--- src/rtl/rdf_pkg.sv ---
package rdf_pkg;
  localparam int BYTE_W     = 8;
  localparam int MAC_BYTES  = 6;
  localparam int MAC_W      = BYTE_W * MAC_BYTES;
  localparam int NCLS       = 5;
  localparam int SET_W      = 7;

  // class indices, aligned with settings bits 1..5
  localparam int CL_INDIV = 0;
  localparam int CL_PAUSE = 1;
  localparam int CL_BCAST = 2;
  localparam int CL_MCAST = 3;
  localparam int CL_UCAST = 4;

  localparam logic [BYTE_W-1:0] SFD_BYTE    = 8'hD5;
  localparam logic [SET_W-1:0]  SET_DEFAULT = 7'b0111011;
  localparam logic [MAC_W-1:0]  BCAST_MAC   = 48'hFFFF_FFFF_FFFF;
  localparam logic [MAC_W-1:0]  PAUSE_MAC   = 48'h0180_C200_0001;

  typedef logic [NCLS-1:0] cls_vec_t;
endpackage

--- src/rtl/rdf_regbank.sv ---
module rdf_regbank #(
  parameter int BUS_DW = 32,
  parameter int IDX_W  = 6,
  parameter int MAC_W  = rdf_pkg::MAC_W,
  parameter int SET_W  = rdf_pkg::SET_W
) (
  input  logic              clk,
  input  logic              rst_n,
  input  logic              bus_cyc,
  input  logic              bus_stb,
  input  logic              bus_we,
  input  logic [IDX_W-1:0]  word_idx,
  input  logic [BUS_DW-1:0] bus_wdat,
  output logic              bus_ack,
  output logic [SET_W-1:0]  settings,
  output logic [MAC_W-1:0]  ucast_mac,
  output logic [MAC_W-1:0]  mcast_mac
);
  localparam int HI_W = MAC_W - BUS_DW;
  localparam logic [IDX_W-1:0] IX_SET  = IDX_W'(0);
  localparam logic [IDX_W-1:0] IX_UC_H = IDX_W'(1);
  localparam logic [IDX_W-1:0] IX_UC_L = IDX_W'(2);
  localparam logic [IDX_W-1:0] IX_MC_H = IDX_W'(3);
  localparam logic [IDX_W-1:0] IX_MC_L = IDX_W'(4);

  logic             ack_q, ack_d;
  logic [SET_W-1:0] set_q, set_d;
  logic [MAC_W-1:0] uc_q, uc_d, mc_q, mc_d;
  logic             wr_en;

  always_comb begin
    ack_d = bus_cyc & bus_stb & ~ack_q;
    wr_en = bus_cyc & bus_stb & bus_we & ack_q;
    set_d = set_q;
    uc_d  = uc_q;
    mc_d  = mc_q;
    if (wr_en) begin
      case (word_idx)
        IX_SET:  set_d = bus_wdat[SET_W-1:0];
        IX_UC_H: uc_d[MAC_W-1:BUS_DW] = bus_wdat[HI_W-1:0];
        IX_UC_L: uc_d[BUS_DW-1:0]     = bus_wdat;
        IX_MC_H: mc_d[MAC_W-1:BUS_DW] = bus_wdat[HI_W-1:0];
        IX_MC_L: mc_d[BUS_DW-1:0]     = bus_wdat;
        default: ;
      endcase
    end
  end

  always_ff @(posedge clk or negedge rst_n) begin
    if (!rst_n) begin
      ack_q <= 1'b0;
      set_q <= rdf_pkg::SET_DEFAULT;
      uc_q  <= '0;
      mc_q  <= '0;
    end else begin
      ack_q <= ack_d;
      set_q <= set_d;
      uc_q  <= uc_d;
      mc_q  <= mc_d;
    end
  end

  assign bus_ack   = ack_q;
  assign settings  = set_q;
  assign ucast_mac = uc_q;
  assign mcast_mac = mc_q;
endmodule

--- src/rtl/rdf_exact_match.sv ---
module rdf_exact_match #(
  parameter int BYTE_W    = rdf_pkg::BYTE_W,
  parameter int MAC_BYTES = rdf_pkg::MAC_BYTES
) (
  input  logic                        clk,
  input  logic                        rst_n,
  input  logic                        start,
  input  logic [BYTE_W-1:0]           data,
  input  logic [BYTE_W*MAC_BYTES-1:0] target,
  output logic                        done,
  output logic                        match
);
  localparam int MW  = BYTE_W * MAC_BYTES;
  localparam int CW  = $clog2(MAC_BYTES + 1);
  localparam logic [CW-1:0] LAST = CW'(MAC_BYTES);

  logic [CW-1:0] cnt_q, cnt_d;
  logic          hit_q, hit_d;
  logic [MW-1:0] tgt_q, tgt_d;
  logic          cnt_en;

  function automatic logic [BYTE_W-1:0] pick(input logic [MW-1:0] a, input int k);
    return a[MW-1-BYTE_W*k -: BYTE_W];
  endfunction

  always_comb begin
    cnt_d  = cnt_q;
    hit_d  = hit_q;
    tgt_d  = tgt_q;
    cnt_en = (cnt_q != '0);
    if (start) begin
      cnt_d = CW'(1);
      hit_d = (data == pick(target, 0));
      tgt_d = target;
    end else if (cnt_en && cnt_q != LAST) begin
      cnt_d = cnt_q + CW'(1);
      hit_d = hit_q & (data == pick(tgt_q, int'(cnt_q)));
    end else if (cnt_q == LAST) begin
      cnt_d = '0;
    end
  end

  always_ff @(posedge clk or negedge rst_n) begin
    if (!rst_n) begin
      cnt_q <= '0;
      hit_q <= 1'b0;
      tgt_q <= '0;
    end else begin
      cnt_q <= cnt_d;
      hit_q <= hit_d;
      tgt_q <= tgt_d;
    end
  end

  assign done  = (cnt_q == LAST);
  assign match = done & hit_q;
endmodule

--- src/rtl/rdf_indiv_match.sv ---
module rdf_indiv_match #(
  parameter int MAC_BYTES = rdf_pkg::MAC_BYTES
) (
  input  logic clk,
  input  logic rst_n,
  input  logic start,
  input  logic group_bit,
  output logic done,
  output logic match
);
  localparam int SW = $clog2(MAC_BYTES + 2);
  localparam logic [SW-1:0] ST_IDLE = '0;
  localparam logic [SW-1:0] ST_HIT  = SW'(MAC_BYTES);
  localparam logic [SW-1:0] ST_GRP  = SW'(MAC_BYTES + 1);

  logic [SW-1:0] st_q, st_d;

  always_comb begin
    st_d = st_q;
    if (start) begin
      st_d = group_bit ? ST_GRP : SW'(1);
    end else if (st_q == ST_HIT || st_q == ST_GRP) begin
      st_d = ST_IDLE;
    end else if (st_q != ST_IDLE) begin
      st_d = st_q + SW'(1);
    end
  end

  always_ff @(posedge clk or negedge rst_n) begin
    if (!rst_n) st_q <= ST_IDLE;
    else        st_q <= st_d;
  end

  assign match = (st_q == ST_HIT);
  assign done  = (st_q == ST_HIT) | (st_q == ST_GRP);
endmodule

--- src/rtl/rdf_decide.sv ---
module rdf_decide #(
  parameter int NCLS = rdf_pkg::NCLS
) (
  input  logic            clk,
  input  logic            rst_n,
  input  logic            start,
  input  logic [NCLS-1:0] pass_mask,
  input  logic [NCLS-1:0] done_vec,
  input  logic [NCLS-1:0] match_vec,
  output logic            valid,
  output logic            keep
);
  logic            armed_q, armed_d;
  logic [NCLS-1:0] seen_q, seen_d, hits_q, hits_d, mask_q, mask_d;
  logic            valid_q, valid_d, keep_q, keep_d;
  logic [NCLS-1:0] seen_all, hits_all;

  always_comb begin
    seen_all = seen_q | done_vec;
    hits_all = hits_q | (done_vec & match_vec);
    armed_d  = armed_q;
    seen_d   = seen_q;
    hits_d   = hits_q;
    mask_d   = mask_q;
    valid_d  = 1'b0;
    keep_d   = 1'b0;
    if (start) begin
      armed_d = 1'b1;
      seen_d  = '0;
      hits_d  = '0;
      mask_d  = pass_mask;
    end else if (armed_q) begin
      seen_d = seen_all;
      hits_d = hits_all;
      if (&seen_all) begin
        armed_d = 1'b0;
        valid_d = 1'b1;
        keep_d  = |(hits_all & mask_q);
      end
    end
  end

  always_ff @(posedge clk or negedge rst_n) begin
    if (!rst_n) begin
      armed_q <= 1'b0;
      seen_q  <= '0;
      hits_q  <= '0;
      mask_q  <= '0;
      valid_q <= 1'b0;
      keep_q  <= 1'b0;
    end else begin
      armed_q <= armed_d;
      seen_q  <= seen_d;
      hits_q  <= hits_d;
      mask_q  <= mask_d;
      valid_q <= valid_d;
      keep_q  <= keep_d;
    end
  end

  assign valid = valid_q;
  assign keep  = keep_q;
endmodule

--- src/rtl/rx_dest_filter.sv ---
module rx_dest_filter #(
  parameter int BYTE_W    = rdf_pkg::BYTE_W,
  parameter int MAC_BYTES = rdf_pkg::MAC_BYTES,
  parameter int BUS_DW    = 32,
  parameter int BUS_AW    = 8
) (
  input  logic              clk,
  input  logic              rst_n,
  input  logic              rx_in_preamble,
  input  logic [BYTE_W-1:0] rx_byte,
  input  logic              bus_cyc,
  input  logic              bus_stb,
  input  logic              bus_we,
  input  logic [BUS_AW-1:0] bus_adr,
  input  logic [BUS_DW-1:0] bus_wdat,
  output logic              bus_ack,
  output logic              cfg_pause_send_en,
  output logic              cfg_pause_obey_en,
  output logic              frame_keep,
  output logic              frame_valid
);
  import rdf_pkg::*;

  localparam int MW    = BYTE_W * MAC_BYTES;
  localparam int IDX_W = BUS_AW - 2;

  logic [SET_W-1:0] settings;
  logic [MW-1:0]    ucast_mac, mcast_mac;
  logic             start_pulse, start_d;
  cls_vec_t         done_vec, match_vec, pass_mask;
  logic [MW-1:0]    tgt [1:NCLS-1];
  logic             unused_lanes;

  assign unused_lanes = ^bus_adr[1:0];

  rdf_regbank #(.BUS_DW(BUS_DW), .IDX_W(IDX_W), .MAC_W(MW), .SET_W(SET_W)) u_regs (
    .clk(clk), .rst_n(rst_n), .bus_cyc(bus_cyc), .bus_stb(bus_stb), .bus_we(bus_we),
    .word_idx(bus_adr[BUS_AW-1:2]), .bus_wdat(bus_wdat), .bus_ack(bus_ack),
    .settings(settings), .ucast_mac(ucast_mac), .mcast_mac(mcast_mac)
  );

  // start pulse: one cycle after the delimiter is seen in the preamble
  always_comb start_d = rx_in_preamble & (rx_byte == SFD_BYTE);

  always_ff @(posedge clk or negedge rst_n) begin
    if (!rst_n) start_pulse <= 1'b0;
    else        start_pulse <= start_d;
  end

  assign tgt[CL_PAUSE] = PAUSE_MAC;
  assign tgt[CL_BCAST] = BCAST_MAC;
  assign tgt[CL_MCAST] = mcast_mac;
  assign tgt[CL_UCAST] = ucast_mac;

  rdf_indiv_match #(.MAC_BYTES(MAC_BYTES)) u_indiv (
    .clk(clk), .rst_n(rst_n), .start(start_pulse), .group_bit(rx_byte[0]),
    .done(done_vec[CL_INDIV]), .match(match_vec[CL_INDIV])
  );

  for (genvar c = 1; c < NCLS; c++) begin : g_exact
    rdf_exact_match #(.BYTE_W(BYTE_W), .MAC_BYTES(MAC_BYTES)) u_em (
      .clk(clk), .rst_n(rst_n), .start(start_pulse), .data(rx_byte),
      .target(tgt[c]), .done(done_vec[c]), .match(match_vec[c])
    );
  end

  assign pass_mask = settings[NCLS:1];

  rdf_decide #(.NCLS(NCLS)) u_decide (
    .clk(clk), .rst_n(rst_n), .start(start_pulse), .pass_mask(pass_mask),
    .done_vec(done_vec), .match_vec(match_vec), .valid(frame_valid), .keep(frame_keep)
  );

  assign cfg_pause_send_en = settings[SET_W-1];
  assign cfg_pause_obey_en = settings[0];
endmodule

--- config.mk ---
export PLATFORM = sky130hd
export DESIGN_NAME = rx_dest_filter
export DESIGN_NICKNAME = d
export VERILOG_FILES = /design/src/rtl/rdf_pkg.sv /design/src/rtl/rdf_regbank.sv /design/src/rtl/rdf_exact_match.sv /design/src/rtl/rdf_indiv_match.sv /design/src/rtl/rdf_decide.sv /design/src/rtl/rx_dest_filter.sv
export SDC_FILE = /design/constraint.sdc
export NUM_CORES = 1
export LEC_CHECK = 0
export BUFFER_PORTS_ARGS = -buffer_cell sky130_fd_sc_hd__clkbuf_2
export CAP_MARGIN = 10
export CORE_MARGIN = 3
export CORE_UTILIZATION = 37
export CTS_BUF_LIST = sky130_fd_sc_hd__clkbuf_16
export CTS_CLUSTER_SIZE = 30
export DETAILED_ROUTE_END_ITERATION = 7
export SLEW_MARGIN = 10
export SYNTH_ARGS = -nofsm -noshare
export SYNTH_HDL_FRONTEND = slang
export SYNTH_SLANG_ARGS = --single-unit
export TNS_END_PERCENT = 10
--- constraint.sdc ---
create_clock -name clk -period 2.79 [get_ports clk]
set_input_delay 0.558 -clock clk [delete_from_list [all_inputs] [get_ports clk]]
set_output_delay 0.558 -clock clk [all_outputs]
set_load 0.005 [all_outputs]
---- Yosys cells after proc, flatten, opt, wreduce, memory -nomap -nowiden ----
Cells that the tools add are included.
word-level totals
  word-level logic and storage cells ...... 146
  output and inout port bits .............. 5
  input port bits ......................... 54
  register bits ........................... 240
operators by class
  add/subtract/negate cells ............... 9
  mux-type cells .......................... 37
  eq/ne operators ......................... 23
  shift operators ......................... 4
  bitwise gates (word level) .............. 19
  reductions and logical operators ........ 28
operators by type and width
  cell                                                                    number
  55-bit by 32-bit indexed part select with 8-bit output                  2
  55-bit by 7-bit indexed part select with 8-bit output                   2
  8-bit equality test                                                     6
  3-bit 2-to-1 mux                                                        16
  3-bit nonzero test                                                      10
  6-bit by 6-bit subtractor with 7-bit output (first input constant)      4
  5-bit 2-to-1 mux                                                        4
  3-bit equality test (second input constant)                             6
  1-bit 2-to-1 mux                                                        17
  8-bit equality test (second input constant)                             2
  3-bit by 1-bit adder with 3-bit output (second input constant)          5
  1-bit bitwise AND                                                       13
  6-bit by 2-bit equality test with 1-bit output (second input constant)  2
  3-bit != test (second input constant)                                   4
  5-bit bitwise AND                                                       2
  5-bit bitwise OR                                                        2
  2-bit AND reduction                                                     5
  2-bit nonzero test                                                      5
  8-bit by 1-bit equality test with 1-bit output (second input constant)  1
  6-bit by 1-bit equality test with 1-bit output (second input constant)  1
  6-bit by 3-bit equality test with 1-bit output (second input constant)  1
  6-bit logical NOT                                                       1
  5-bit AND reduction                                                     1
  5-bit OR reduction                                                      1
  other kinds (4)                                                         7

---- Depth between registers and ports, before layout ----
Gate-level depths: netlist of the first run.
  word-level depth ........................ 9
  depth in mapped cells ................... 9

---- By module ----
A second synthesis of the first run with hierarchy kept.
second synthesis, totals
  cells, all modules ...................... 1088
  area total of the unflattened synthesis .. 15516.1 µm²
modules (own cells, without submodules)
  module                                  area an instance (µm²)  instances  sequential area each (µm²)  cells each
  rdf_exact_match at g_exact[2].u_em ...  2637.5                  3          1301.2                      193
  rdf_regbank                             3938.8                  1          2608.8                      229
  rdf_exact_match at g_exact[1].u_em      2622.5                  1          1301.2                      191
  rdf_decide                              757.0                   1          450.4                       61
  rdf_indiv_match                         221.5                   1          75.1                        21
  rx_dest_filter                          63.8                    1          25.0                        7

---- Least setup slack after synthesis of the first run ----
Ideal clock, no wire load.
  path kind ............................... flip-flop to flip-flop
  from .................................... register g_exact[4].u_em.cnt_q[1]
  to ...................................... register g_exact[4].u_em.hit_q
  buffers on the path ..................... 1
  setup time .............................. 0.077 ns
  stages on the path, launching flop included .. 9
  path slack .............................. 0.510 ns
  arrival ................................. 2.202 ns
  cells stage by stage .................... dfrtp_1 -> ha_1 -> or3b_1 -> buf_6 -> o22ai_2 -> o21a_1 -> o22ai_1 -> or4_1 -> a21oi_1
between the ends
  cells in the longest elaborated chain, start to end .. 6
RTL lines
  item                                                    line                   text
  from (decl)                                             rdf_exact_match.sv:17  logic [CW-1:0] cnt_q, cnt_d;
  from (signal assigned)                                  rdf_exact_match.sv:49  cnt_q <= cnt_d;
  6-bit by 6-bit subtractor with 7-bit output             rdf_exact_match.sv:23  return a[MW-1-BYTE_W*k -: BYTE_W];
  55-bit by 32-bit indexed part select with 8-bit output  rdf_exact_match.sv:23
  8-bit equality test                                     rdf_exact_match.sv:37  hit_d = hit_q & (data == pick(tgt_q, int'(cnt_q)));
  1-bit bitwise AND                                       rdf_exact_match.sv:37
  1-bit 2-to-1 mux                                        rdf_exact_match.sv:35  end else if (cnt_en && cnt_q != LAST) begin
  1-bit 2-to-1 mux                                        rdf_exact_match.sv:31  if (start) begin
  to (signal assigned)                                    rdf_exact_match.sv:50  hit_q <= hit_d;
  to (decl)                                               rdf_exact_match.sv:18  logic hit_q, hit_d;
Several ways; a longest one is shown, not always the timed one. The select of a mux whose other input is x is not followed.
A chain may end at the register's enable or synchronous reset.

---- Final worst setup path of the first run ----
  from .................................... register g_exact[3].u_em.cnt_q[1]
  to ...................................... register g_exact[3].u_em.hit_q
between the ends
  cells in the longest elaborated chain, start to end .. 6
RTL lines
  item                                                    line
  from (decl)                                             rdf_exact_match.sv:17
  from (signal assigned)                                  rdf_exact_match.sv:49
  6-bit by 6-bit subtractor with 7-bit output             rdf_exact_match.sv:23
  55-bit by 32-bit indexed part select with 8-bit output  rdf_exact_match.sv:23
  8-bit equality test                                     rdf_exact_match.sv:37
  1-bit bitwise AND                                       rdf_exact_match.sv:37
  1-bit 2-to-1 mux                                        rdf_exact_match.sv:35
  1-bit 2-to-1 mux                                        rdf_exact_match.sv:31
  to (signal assigned)                                    rdf_exact_match.sv:50
  to (decl)                                               rdf_exact_match.sv:18
Several ways; a longest one is shown, not always the timed one. The select of a mux whose other input is x is not followed.

==> metrics.md, run 1 <==
| Metric | Value |
|---|---|
| Num rows | slightly above 60 |
| Class of the worst hold path | primary input to asynchronous set/reset pin |
| Top cells by area, synth | dfrtp_1 (54%), mux2_2 (20%), mux2i_1 (4.7%), ha_1 (2.3%), xnor2_1 (1.7%) |
| H-tree level count | 1 |
| Leak | 6.13 nW |
| Postcts setup bufs | 0 |
| Arr. time, crit path | slightly above 3 ns |
| Mapped cell area | 10800 um^2 |
| # port buffers | 56 |
| Relative slew slack | 0.462 |
| Worst Path Class, Setup | register to register |
| Grt ovf | 0 |
| Clk sink count | around 240 |
| GRT Overall Usage | 0.150 |
| Clock transition at the registers of the reported paths | approximately 0.06 ns |
| Clock latency on the worst-skew pair | about 0.52 ns |
| Initial DRC Count | between 200 and 300 |
| Worst Clk Skew | 0.00741 ns |
| Wire per inst | between 15 and 20 um |
| Pre-CTS WS | 0.268 ns |
| Vias in the first global route | approximately 6500 |
| Crit. End Element | register |
| Cell area power density | 702 nW/um^2 |
| Post-synth EDFFs | 0 |
| Yosys cell types | 53 |
| # DRC | 0 |
| Clock Power Share | 0.352 |
| Yosys top cell by area | dfrtp_1 |
| P_int | 6.15 mW |
| Die H | 177 um |
| Comb pwr share | 0.206 |
| Worst Setup Slack, final | around 0.17 ns |
| Crit start category | register |
| Vias | approximately 6500 |
| Worst EP required | 3.23 ns |
| Final setup violation count | 0 |
| Clk buf depth | 3 |
| Top cell type's share of synthesized area | 0.542 |
| #FFs+latches synth | about 240 |
| Max VDD drop | 0.000466 V |
| Mapped Nets | 880 |
| Resized cells post-CTS | 0 |
| Largest net degree at the start of global routing | 68 |
| RSZ-0062 raised after global routing | no |
| Async set-reset flop share out of synthesis | 1.00 |
| Max Fanout on Critical Path | 8 |
| Seq/Total Area, Yosys | 0.554 |
| Final Hold Fails | 0 |
| CTS tree | yes |
| Tmin final | 2.62 ns |
| Post-CTS Hold Fix Bufs | 0 |
| First-pass GRT wire length | 36900 um |
| Mean Syn Cell Area | 13.4 um^2 |
| Flop pwr share | 0.442 |
| Die area | between 30000 and 40000 um^2 |
| Drt via density | slightly above 5 |
| Fin Setup TNS | 0 ns |
| Ys Warns | 0 |
| Cell with the most instances after synthesis | dfrtp_1 |
| Detailed Route WL | 23400 um |
| Max Fclk | 381 MHz |
| Core area | around 28000 um^2 |
| Diode count | 0 |
| Synth-to-Final Area Change | 14.3% |
| Max-cap viol count | 0 |
| Cell Count, Final, Fillers Out | 1262 |
| First drt pass iteration count | 4 |
| Fin nets | 939 |
| Ports | 59 |
| Status | finished clean |
| Die Wd | 177 um |
| Synth Instances | 806 |
| Top_reg_cell synth | dfrtp_1 |
| Placed insts | around 1200 |
| Crit share post-route | 0.940 |
| Clock Tree Root | clkbuf_16 |
| Proportion of layout cells with a drive suffix above 1 | 0.364 |
| Remaining antenna violation count | 0 |
| Top cells by count, synth | dfrtp_1 (234), mux2_2 (194), mux2i_1 (51) |
| R2R Setup Slk | 0.17 ns |
| Antenna violations before repair | 1 |
| TritonCTS buffer count | 26 |
| Sw Share | 0.291 |
| Initial core utilization | 0.382 |
| DP HPWL | 16200 um |
| Slew @ Worst Pin | 0.808 ns |
| Slew Limit Fails | 0 |
| Switching power | 2.52 mW |
| Placer Congestion | 0.799 |
## registers in the layout, indices dropped and copies added (netlist names)
signal              flops
u_decide.keep           1
u_indiv.st_q            3
u_regs.ucast_mac       48
u_decide.valid          1
u_decide.seen_q         5
u_decide.mask_q         5
start_pulse             1
u_regs.settings         7
u_decide.hits_q         5
u_regs.bus_ack          1
g_exact.u_em.tgt_q     97
g_exact.u_em.cnt_q     12
u_decide.armed_q        1
u_regs.mcast_mac       48
g_exact.u_em.hit_q      4
## critical path, stage by stage (launching register included)
cell     delay [ns]
dfrtp_1        0.47
ha_1           0.36
or3b_1         0.52
o22ai_1        0.27
or3b_1         0.17
nand4_1        0.08
or4_1          0.54
a21oi_1        0.14
## power by group through the flow
stage	clock [mW]	sequential, mW	combinational [mW]
6_report	3.05	3.84	1.78
5_1_grt	3.29	3.86	2.01
4_1_cts	3.14	3.84	1.81
3_5_place_dp	0	3.90	1.80
3_3_place_gp	0	3.89	1.76
2_1_floorplan	0	3.82	1.38
## cells by family after synthesis
kind of cell / count (synthesis) / share of synthesized area
flip-flops: 239 / 0.554
buffers and inverters: 60 / 0.0255
AO/OA/AOI/OAI: 90 / 0.0591
multiplexers: 257 / 0.262
XOR/XNOR: 24 / 0.0194
AND/OR/NAND/NOR: 116 / 0.0572
adder cells (fa/ha/maj): 20 / 0.0231
## through the flow
stage / total power [mW] / hold WS (ns) / area [um^2] / utilization
after global placement: 5.65 / 0.436 / 11600 / 0.410
after detailed placement: 5.70 / 0.441 / 11600 / 0.410
after global routing: 9.16 / 0.0237 / 12400 / 0.436
final: 8.67 / 0.00134 / 12400 / 0.436
after floorplan: 5.20 / 0.262 / 10800 / -
after CTS: 8.79 / 0.00311 / 12400 / 0.436
## cells in the final DEF (no fill, tap or decap), types with 3 or more instances in the layout
cell type  instances
a31o_2             3
clkinv_1           6
a41oi_1            4
o21bai_1           8
ha_1              20
and3_1             3
o22ai_1           16
o22ai_2            5
clkinv_2           6
o21ai_0           10
a31oi_1            3
clkbuf_2          55
nand4_1            8
buf_4             15
mux2_2           194
a21oi_1           14
xor2_1             3
dfstp_2            5
inv_1             22
nand2_1            8
mux2i_1           51
o31ai_1            3
nor2b_1            4
nand3_1            5
o21a_1             9
or3b_1            10
xnor2_1           21
nor3_1            11
or4_1              4
nand3b_1           4
clkbuf_16         27
dfrtp_1          233
nor2_1            42
nor4_1             4
buf_12             6
mux2_1            12
## layout make-up
class	instances	area [um^2]
inverters	14	52.6
clock buffers	27	676
multi-input cells	507	4560
repair buffers	77	523
flip-flops and latches	239	5990
well taps	378	473
fillers	2627	16000
clock inverters	20	82.6
## worst paths after layout
path,end,from,cells past startpoint
worst max-delay path,g_exact[3].u_em.hit_q$_DFFE_PN0P_,g_exact[3].u_em.cnt_q[1]$_DFFE_PN0P_,7
worst min-delay path,u_regs.ucast_mac[30]$_DFFE_PN0P_,rst_n,1
worst max register to register,g_exact[3].u_em.hit_q$_DFFE_PN0P_,g_exact[3].u_em.cnt_q[1]$_DFFE_PN0P_,7
worst min register to register,u_regs.bus_ack$_DFF_PN0_,u_regs.bus_ack$_DFF_PN0_,1
max in group asynchronous,u_regs.settings[0]$_DFFE_PN1P_,rst_n,2
min in group clk,u_regs.bus_ack$_DFF_PN0_,bus_stb,3
## metal layers
| layer | share of wire | up-vias | global-route usage |
|---|---|---|---|
| met3 | 0.053 | 35 | 0.0281 |
| li1 | - | 3052 | - |
| met5 | 0.00055 | - | 0 |
| met2 | 0.48 | 105 | 0.250 |
| met1 | 0.45 | 3288 | 0.206 |
| met4 | 0.017 | 2 | 0.0337 |
Power figures use the tool's default switching activity.
==> run 2: changes to the inputs <==
- PLACE_DENSITY: unset -> 0.63
==> run 2 against run 1 <==
Effect of this change: worst setup slack improved by 0.16 ns; sequential cell count unchanged; clock-buffer cell count decreased by 2; clock skew up 0.0083 ns; global-route usage barely moved; critical endpoint is now g_exact[4].u_em.hit_q$_DFFE_PN0P_.
==> metrics.md, run 2 (same netlist as run 1, synthesis figures left out) <==
| Metric | Value |
|---|---|
| Drt via density | 5.14 |
| Max Fclk | 407 MHz |
| DP HPWL | ~16000 um |
| Slew @ Worst Pin | 0.560 ns |
| Slew Limit Fails | 0 |
| Crit share post-route | 0.881 |
| Tmin final | 2.46 ns |
| Num rows | 61 |
| Grt ovf | 0 |
| Largest net degree at the start of global routing | 87 |
| Max reg flops | between 90 and 100 |
| Arr. time, crit path | 2.90 ns |
| Worst path top cell family by delay | simple AND/OR/NAND/NOR gates |
| Synth-to-Final Area Change | 14.0% |
| Die H | 177 um |
| Class of the worst hold path | primary input to register |
| GRT Overall Usage | 0.151 |
| Worst Path Class, Setup | register to register |
| Clock latency on the worst-skew pair | 0.52 ns |
| Crit. End Element | register |
| CTS tree | yes |
| Postcts setup bufs | 0 |
| Final Hold Fails | 0 |
| Sw Share | 0.293 |
| Vias in the first global route | approximately 6600 |
| Clock Power Share | 0.341 |
| Slowest cell on the critical path | or3b_1 |
| Proportion of layout cells with a drive suffix above 1 | 0.357 |
| Max Fanout on Critical Path | 8 |
| Flop pwr share | 0.446 |
| Die Wd | 177 um |
| Comb pwr share | 0.212 |
| First-pass GRT wire length | between 30000 and 40000 um |
| Crit-path cells | ha_1, or3b_1, o22ai_2, o21a_1, o22ai_1, or4_1, a21oi_1 |
| Detailed Route WL | 23100 um |
| Most frequent cells in the layout | dfrtp_1 (233), mux2_2 (194), clkbuf_2 (55) |
| Clock Tree Root | clkbuf_16 |
| Vias | around 6500 |
| Placed insts | 1213 |
| Cell Count, Final, Fillers Out | 1258 |
| Fin Setup TNS | 0 ns |
| Worst EP required | between 3 and 4 ns |
| Placed Area | 11600 um^2 |
| Max-cap viol count | 0 |
| Filler instances | 2601 |
| Leak | 6.11 nW |
| Wire per inst | 18.4 um |
| Diode count | 0 |
| Clock transition at the registers of the reported paths | around 0.060 ns |
| Status | finished clean |
| Commonest non-fill, non-tap cell in the layout | dfrtp_1 |
| Slowest stage delay, CP | 0.54 ns |
| Reg with most FFs | g_exact.u_em.tgt_q |
| Worst Clk Skew | 0.0157 ns |
| WP buf/inv | 0 |
| Post-route cell area | 12300 um^2 |
| Clk sink count | 239 |
| # DRC | 0 |
| Switching power | about 2.5 mW |
| # port buffers | between 50 and 60 |
| P_int | 6.02 mW |
| Clk buf depth | 3 |
| Fin nets | 937 |
| TritonCTS buffer count | 25 |
| Remaining antenna violation count | 0 |
| Core area | between 20000 and 30000 um^2 |
| Ports | 59 |
| Relative slew slack | 0.627 |
| Crit start category | register |
| Initial core utilization | 0.382 |
| Placer Congestion | 0.811 |
| Initial DRC Count | 301 |
| Final setup violation count | 0 |
| Die area | 31300 um^2 |
| H-tree level count | 1 |
| Max VDD drop | 0.000429 V |
| First drt pass iteration count | 4 |
| RSZ-0062 raised after global routing | no |
| Antenna violations before repair | 2 |
| Cell area power density | 691 nW/um^2 |
| Total power | 8.51 mW |
## run 2: worst paths after layout
check | from | to | slack, ns | cells past startpoint
min in group asynchronous | rst_n | g_exact[2].u_em.tgt_q[0]$_DFFE_PN0P_ | 0.59 | 2
setup / recovery | g_exact[4].u_em.cnt_q[1]$_DFFE_PN0P_ | g_exact[4].u_em.hit_q$_DFFE_PN0P_ | 0.33 | 7
hold / removal | bus_stb | u_regs.bus_ack$_DFF_PN0_ | 0.25 | 3
max in group asynchronous | rst_n | u_regs.settings[0]$_DFFE_PN1P_ | 1.49 | 3
setup reg to reg | g_exact[4].u_em.cnt_q[1]$_DFFE_PN0P_ | g_exact[4].u_em.hit_q$_DFFE_PN0P_ | 0.33 | 7
hold reg to reg | u_regs.bus_ack$_DFF_PN0_ | u_regs.bus_ack$_DFF_PN0_ | 0.44 | 1
## run 2: metal layers
layer,part of all wire,GRT usage
met5,0.0012,0
met4,0.020,0.0350
met3,0.037,0.0287
met2,0.48,0.249
met1,0.46,0.206
## run 2: worst min-delay path, cell delays in order
cell and delay (ns):
clkbuf_2 0.09, nand2_1 0.06, nor2_1 0.04
## run 2: repair_timing
action	in CTS	in global routing
endpoints found under the setup margin	0	0
resized for setup	0	0
hold buffers	1	0
hold endpoints to repair	1	0
## run 2: metrics by stage
stage | hold WS (ns) | worst slack [ns] | utilization
after floorplan | 0.262 | 0.510 | -
after global placement | 0.434 | 0.392 | 0.410
after detailed placement | 0.436 | 0.346 | 0.410
after CTS | 0.228 | 0.331 | 0.435
after global routing | 0.241 | 0.176 | 0.435
final | 0.253 | 0.331 | 0.435
## run 2: power by group through the flow
stage	clock network, mW	registers [mW]	logic [mW]
after global routing	3.13	3.83	2.02
final	2.91	3.80	1.80
after floorplan	0	3.82	1.38
after CTS	2.99	3.80	1.83
after global placement	0	3.85	1.77
after detailed placement	0	3.86	1.81
## run 2: cell type report
type | count | area (um^2) | area share
Clock buffer | 25 | 626 | 0.0508
Clock inverter | 19 | 81.3 | 0.00660
Inverter | 14 | 52.6 | 0.00426
Multi-Input combinational cell | 507 | 4560 | 0.370
Sequential cell | 239 | 5990 | 0.486
Tap cell | 378 | 473 | 0.0384
Timing Repair Buffer | 76 | 543 | 0.0441
